[src/rtl/mesif_pkg.sv]
package mesif_pkg;

    typedef enum logic [2:0] {
        ST_I = 3'd0,
        ST_S = 3'd1,
        ST_E = 3'd2,
        ST_F = 3'd3,
        ST_M = 3'd4
    } line_st_t;

    typedef enum logic [1:0] {
        CPU_RD = 2'd0,
        CPU_WR = 2'd1,
        CPU_EV = 2'd2,
        CPU_DM = 2'd3
    } cpu_op_t;

    typedef enum logic [1:0] {
        BUS_NONE = 2'd0,
        BUS_RD   = 2'd1,
        BUS_RDX  = 2'd2,
        BUS_UPG  = 2'd3
    } bus_op_t;

    typedef struct packed {
        logic     shared;
        logic     supply;
        logic     keep_fwd;
        logic     wb;
        line_st_t nxt;
    } snp_resp_t;

    typedef struct packed {
        logic     ack;
        logic     req;
        bus_op_t  op;
        logic     wb;
        logic     upd;
        line_st_t nxt;
    } cpu_resp_t;

    function automatic logic is_valid(line_st_t s);
        return s != ST_I;
    endfunction

    function automatic line_st_t fill_state(logic shared_in, logic keep_fwd_in);
        if (!shared_in)  return ST_E;
        if (keep_fwd_in) return ST_S;
        return ST_F;
    endfunction

endpackage

[src/rtl/mesif_snoop_resp.sv]
module mesif_snoop_resp
    import mesif_pkg::*;
(
    input  line_st_t  st,
    input  logic      snp_valid,
    input  bus_op_t   snp_op,
    output snp_resp_t resp
);
    always_comb begin
        resp     = '0;
        resp.nxt = st;
        if (snp_valid) begin
            unique case (snp_op)
                BUS_RD: begin
                    unique case (st)
                        ST_S: resp.shared = 1'b1;
                        ST_F: begin
                            resp.shared = 1'b1;
                            resp.supply = 1'b1;
                            resp.nxt    = ST_S;
                        end
                        ST_E, ST_M: begin
                            resp.shared   = 1'b1;
                            resp.supply   = 1'b1;
                            resp.keep_fwd = 1'b1;
                            resp.wb       = (st == ST_M);
                            resp.nxt      = ST_F;
                        end
                        default: ;
                    endcase
                end
                BUS_RDX, BUS_UPG: begin
                    if (is_valid(st)) begin
                        resp.supply = (st == ST_M);
                        resp.nxt    = ST_I;
                    end
                end
                default: ;
            endcase
        end
    end
endmodule

[src/rtl/mesif_cpu_side.sv]
module mesif_cpu_side
    import mesif_pkg::*;
(
    input  line_st_t  st,
    input  logic      cpu_valid,
    input  cpu_op_t   cpu_op,
    input  logic      snp_valid,
    input  logic      bus_gnt,
    input  logic      bus_shared_in,
    input  logic      bus_keep_fwd_in,
    output cpu_resp_t resp
);
    logic need_bus;

    always_comb begin
        need_bus = cpu_valid &&
                   (((cpu_op == CPU_RD) && (st == ST_I)) ||
                    ((cpu_op == CPU_WR) && (st == ST_I || st == ST_S || st == ST_F)));

        resp     = '0;
        resp.nxt = st;
        resp.req = need_bus;
        if (need_bus)
            resp.op = (cpu_op == CPU_RD) ? BUS_RD : ((st == ST_I) ? BUS_RDX : BUS_UPG);
        else
            resp.op = BUS_NONE;

        resp.ack = cpu_valid && !snp_valid && (need_bus ? bus_gnt : 1'b1);

        if (resp.ack) begin
            resp.upd = 1'b1;
            unique case (cpu_op)
                CPU_RD: if (st == ST_I) resp.nxt = fill_state(bus_shared_in, bus_keep_fwd_in);
                CPU_WR: resp.nxt = ST_M;
                CPU_EV: begin
                    resp.nxt = ST_I;
                    resp.wb  = (st == ST_M);
                end
                CPU_DM: if (st == ST_F) resp.nxt = ST_S;
                default: ;
            endcase
        end
    end
endmodule

[src/rtl/mesif_line_ctrl.sv]
module mesif_line_ctrl
    import mesif_pkg::*;
(
    input  logic       clk,
    input  logic       rst,
    input  logic       cpu_valid,
    input  logic [1:0] cpu_op,
    output logic       cpu_ack,
    output logic       bus_req_valid,
    output logic [1:0] bus_req_op,
    input  logic       bus_gnt,
    input  logic       bus_shared_in,
    input  logic       bus_keep_fwd_in,
    input  logic       snp_valid,
    input  logic [1:0] snp_op,
    output logic       snp_shared,
    output logic       snp_supply,
    output logic       snp_keep_fwd,
    output logic       mem_wb,
    output logic [2:0] line_state
);
    line_st_t  st_q, st_d;
    snp_resp_t s_resp;
    cpu_resp_t c_resp;
    logic      snoop_act;

    assign snoop_act = snp_valid && !bus_gnt;

    mesif_snoop_resp u_snoop (
        .st        (st_q),
        .snp_valid (snoop_act),
        .snp_op    (bus_op_t'(snp_op)),
        .resp      (s_resp)
    );

    mesif_cpu_side u_cpu (
        .st              (st_q),
        .cpu_valid       (cpu_valid),
        .cpu_op          (cpu_op_t'(cpu_op)),
        .snp_valid       (snoop_act),
        .bus_gnt         (bus_gnt),
        .bus_shared_in   (bus_shared_in),
        .bus_keep_fwd_in (bus_keep_fwd_in),
        .resp            (c_resp)
    );

    always_comb begin
        if (snoop_act)       st_d = s_resp.nxt;
        else if (c_resp.upd) st_d = c_resp.nxt;
        else                 st_d = st_q;
    end

    always_ff @(posedge clk) begin
        if (rst) st_q <= ST_I;
        else     st_q <= st_d;
    end

    assign cpu_ack       = c_resp.ack;
    assign bus_req_valid = c_resp.req;
    assign bus_req_op    = c_resp.op;
    assign snp_shared    = s_resp.shared;
    assign snp_supply    = s_resp.supply;
    assign snp_keep_fwd  = s_resp.keep_fwd;
    assign mem_wb        = s_resp.wb | c_resp.wb;
    assign line_state    = st_q;
endmodule

[config.mk]
export PLATFORM = sky130hd
export DESIGN_NAME = mesif_line_ctrl
export DESIGN_NICKNAME = d
export VERILOG_FILES = /design/src/rtl/mesif_pkg.sv /design/src/rtl/mesif_snoop_resp.sv /design/src/rtl/mesif_cpu_side.sv /design/src/rtl/mesif_line_ctrl.sv
export SDC_FILE = /design/constraint.sdc
export NUM_CORES = 1
export LEC_CHECK = 0
export BUFFER_PORTS_ARGS = -buffer_cell sky130_fd_sc_hd__buf_2
export CAP_MARGIN = 20
export CORE_AREA = 5 5 42 44
export CTS_BUF_LIST = sky130_fd_sc_hd__clkbuf_8
export DETAILED_ROUTE_END_ITERATION = 10
export DIE_AREA = 0 0 47 49
export PLACE_DENSITY = 0.71
export SLEW_MARGIN = 0
export SYNTH_ARGS = -nofsm -noshare
export SYNTH_HDL_FRONTEND = slang
export SYNTH_SLANG_ARGS = --single-unit
export TNS_END_PERCENT = 100
[constraint.sdc]
create_clock -name clk -period 1.5 [get_ports clk]
set_input_delay 0 -clock clk [delete_from_list [all_inputs] [get_ports clk]]
set_output_delay 0 -clock clk [all_outputs]
set_load 0.01 [all_outputs]
==> reports/metrics.yaml <==
status: "complete, but fails checks"
violations: "negative setup slack"
synth.ff_latch_count: 3
synthToLayoutAreaGrowth_pct: 51.0
criticalPathCategory: "reg2reg"
p_leak_uw: 0.000302
postCtsSetupBuffers: 0
drtIter0Drc: 31
final_util: 0.463
arrival_ns: 1.74
syn_area_per_cell_um2: 7.15
synth_area_leader_cell: "dfxtp_1"
fp-row-count: 14
max_slew_margin: 0.758
critical_path_buf_inv_count: 0
finalSetupViolations: 3
synthTopCellsByArea: "dfxtp_1 (14%), nor2_1 (9.6%), nand2_1 (7.9%)"
finalPower_uw: 562
track_usage: 0.145
largest_reg_flops: 3
core-area_um2: 1400
dr.pass1.iters: 6
cts_tree: "built"
wl_per_cell_um: 14.0
cp_top_family: "compound AO/OA/AOI/OAI gates"
highest_layer: "met4"
fmax_ghz: 0.630
async_reset_ff_frac: 0
seq_area_frac_synth: 0.140
fin_nets: 102
grt_antenna_before_repair: 0
max_cap_viol_count: 0
yosysTopAreaCellShare: 0.140
cts_buffers: 3
syn_nets: 71
yosysMostFrequentCell: "nor2_1"
clk_pin_slew_ns: 0.03
io_buffers: 21
htree_levels: 1
initial_core_util: 0.306
cp-end-kind: "flip-flop"
ys_warn_count: 0
worst_path_max_delay_cell: "a2111oi_4"
power_density_nw_per_um2: 867
slew_violations: 0
ctsRootBufferMaster: "clkbuf_8"
worstPathCellList: "or2_4 > a2111oi_4 > o32ai_2 > or2_0 > a21oi_2"
netlist_instances: 60
route.met2.wl_um: 750
required_ns: 1.65
wl_met1_um: 536
die_area_um2: 2300
synth_edf_count: 0
hold_start: "cpu_op[0]"
postRouteAntennaNets: 0
critPathLaunch: "line_state[1]"
clkLatencyLatePin_ns: 0.22
wl_met3_um: 149
die_h_um: 49
grt_pass1_wl_um: 2360
drt-total-wl_um: 1480
vias: 581
placedCellCount: 101
fin_cells: 106
via_per_inst: 5.48
synth.distinct_cells: 30
fin_skew_ns: 0.00111
setup_tns_ns: -0.181
hpwlAfterDp_um: 1080
synth_commonest_cells: "nor2_1 (11), nand2_1 (9), a21oi_1 (3), dfxtp_1 (3)"
hold_violations: 0
crit_fanout: 6
start_kind: "flip-flop"
tightest_slew_ns: 0.362
grt_max_degree: 10
worstHoldPathType: "in2reg"
setup_ws_ns: -0.0868
cts_sinks: 3
diodes: 0
syn_area_um2: 429
cts_buffer_depth: 2
drcViolationCount: 0
vdd_drop_max_uv: 346
pin_count: 22
fin_crit_sh: 1.06
gp_congestion: 0.856
grt_pass1_vias: 551
drive_gt1_frac: 0.467
rsz0062_at_grt: "yes"
max_stage_delay_ns: 0.38
min_period_ns: 1.59
grt.overflow.total: 0
ys.flop_type: "dfxtp_1"
r2r-start: "line_state[1]"
fp.dieW_um: 47
[per-layer routing]
metal,vias up,global-route usage
li1,279,-
met1,263,0.160
met2,33,0.215
met3,6,0.0443
met4,0,0.120
met5,-,0
[report_power, final]
group	leakage [uW]	internal [uW]	switching [uW]
clock network	0.0000269	174	57.0
logic	0.000249	109	119
registers	0.0000253	89.9	12.3
total	0.000302	374	188
[logic make-up (layout without fill, tap and decap cells)]
| logic type | after synthesis | count (layout) | share of synthesized area |
|---|---|---|---|
| XOR/XNOR | 3 | 3 | 0.0612 |
| AO/OA/AOI/OAI | 16 | 16 | 0.338 |
| buffers and inverters | 6 | 36 | 0.0991 |
| AND/OR/NAND/NOR | 32 | 32 | 0.362 |
| flip-flops | 3 | 3 | 0.140 |
[through the flow]
stage | hold slack, ns | setup slack, ns | cell area [um2]
3_5_place_dp | 0.196 | -0.113 | 583
4_1_cts | 0.135 | -0.0772 | 647
5_1_grt | 0.133 | -0.152 | 648
3_3_place_gp | 0.193 | -0.0500 | 583
2_1_floorplan | 0.0624 | -0.111 | 437
6_report | 0.143 | -0.0868 | 648
[worst paths after layout]
path / cells past startpoint / slack, ns / endpoint
worst max-delay path: 5 / -0.09 / line_state[2]
worst min-delay path: 3 / 0.14 / line_state[2]
worst max register to register: 5 / -0.09 / line_state[2]
worst min register to register: 3 / 0.70 / line_state[1]
[worst register-to-register path, cell delays in order (launching register included)]
cell and delay (ns):
dfxtp_2 0.34, or2_4 0.27, a2111oi_4 0.38, o32ai_2 0.18, or2_0 0.25, a21oi_2 0.11
[final cells by class]
class | count | area [um2]
fillers | 152 | 753
multi-input cells | 51 | 338
repair buffers | 30 | 175
flip-flops and latches | 3 | 62.6
clock buffers | 3 | 41.3
well taps | 16 | 20.0
inverters | 2 | 7.51
clock inverters | 1 | 3.75
[cells in the final DEF, fill, tap and decap left out]
master / instances
buf_2: 21
nor2_1: 10
nand2_1: 9
buf_4: 8
inv_1: 3
a21oi_1: 3
clkbuf_8: 3
o21bai_1: 2
xnor2_1: 2
nor3_1: 2
a211oi_1: 2
a221oi_1: 2
dfxtp_2: 2
nand2b_1: 1
nor2b_2: 1
a22oi_1: 1
or2_4: 1
a2111oi_4: 1
nor2_2: 1
nand4b_1: 1
nor2b_1: 1
o21ai_0: 1
and3_1: 1
xor2_1: 1
nor4_2: 1
a311oi_1: 1
o32ai_2: 1
or3_2: 1
a32oi_1: 1
or2_0: 1
nand3b_1: 1
a21oi_2: 1
dlygate4sd3_1: 1
dfxtp_1: 1
[what timing repair did]
| item | CTS | global route |
|---|---|---|
| setup endpoints to repair | 3 | 4 |
| hold buffers | 1 | 0 |
| endpoints found under the hold margin | 3 | 0 |
| pin swaps | 2 | 1 |
| gates resized for setup | 2 | 1 |
No activity file was read; power rests on OpenSTA's default activity.
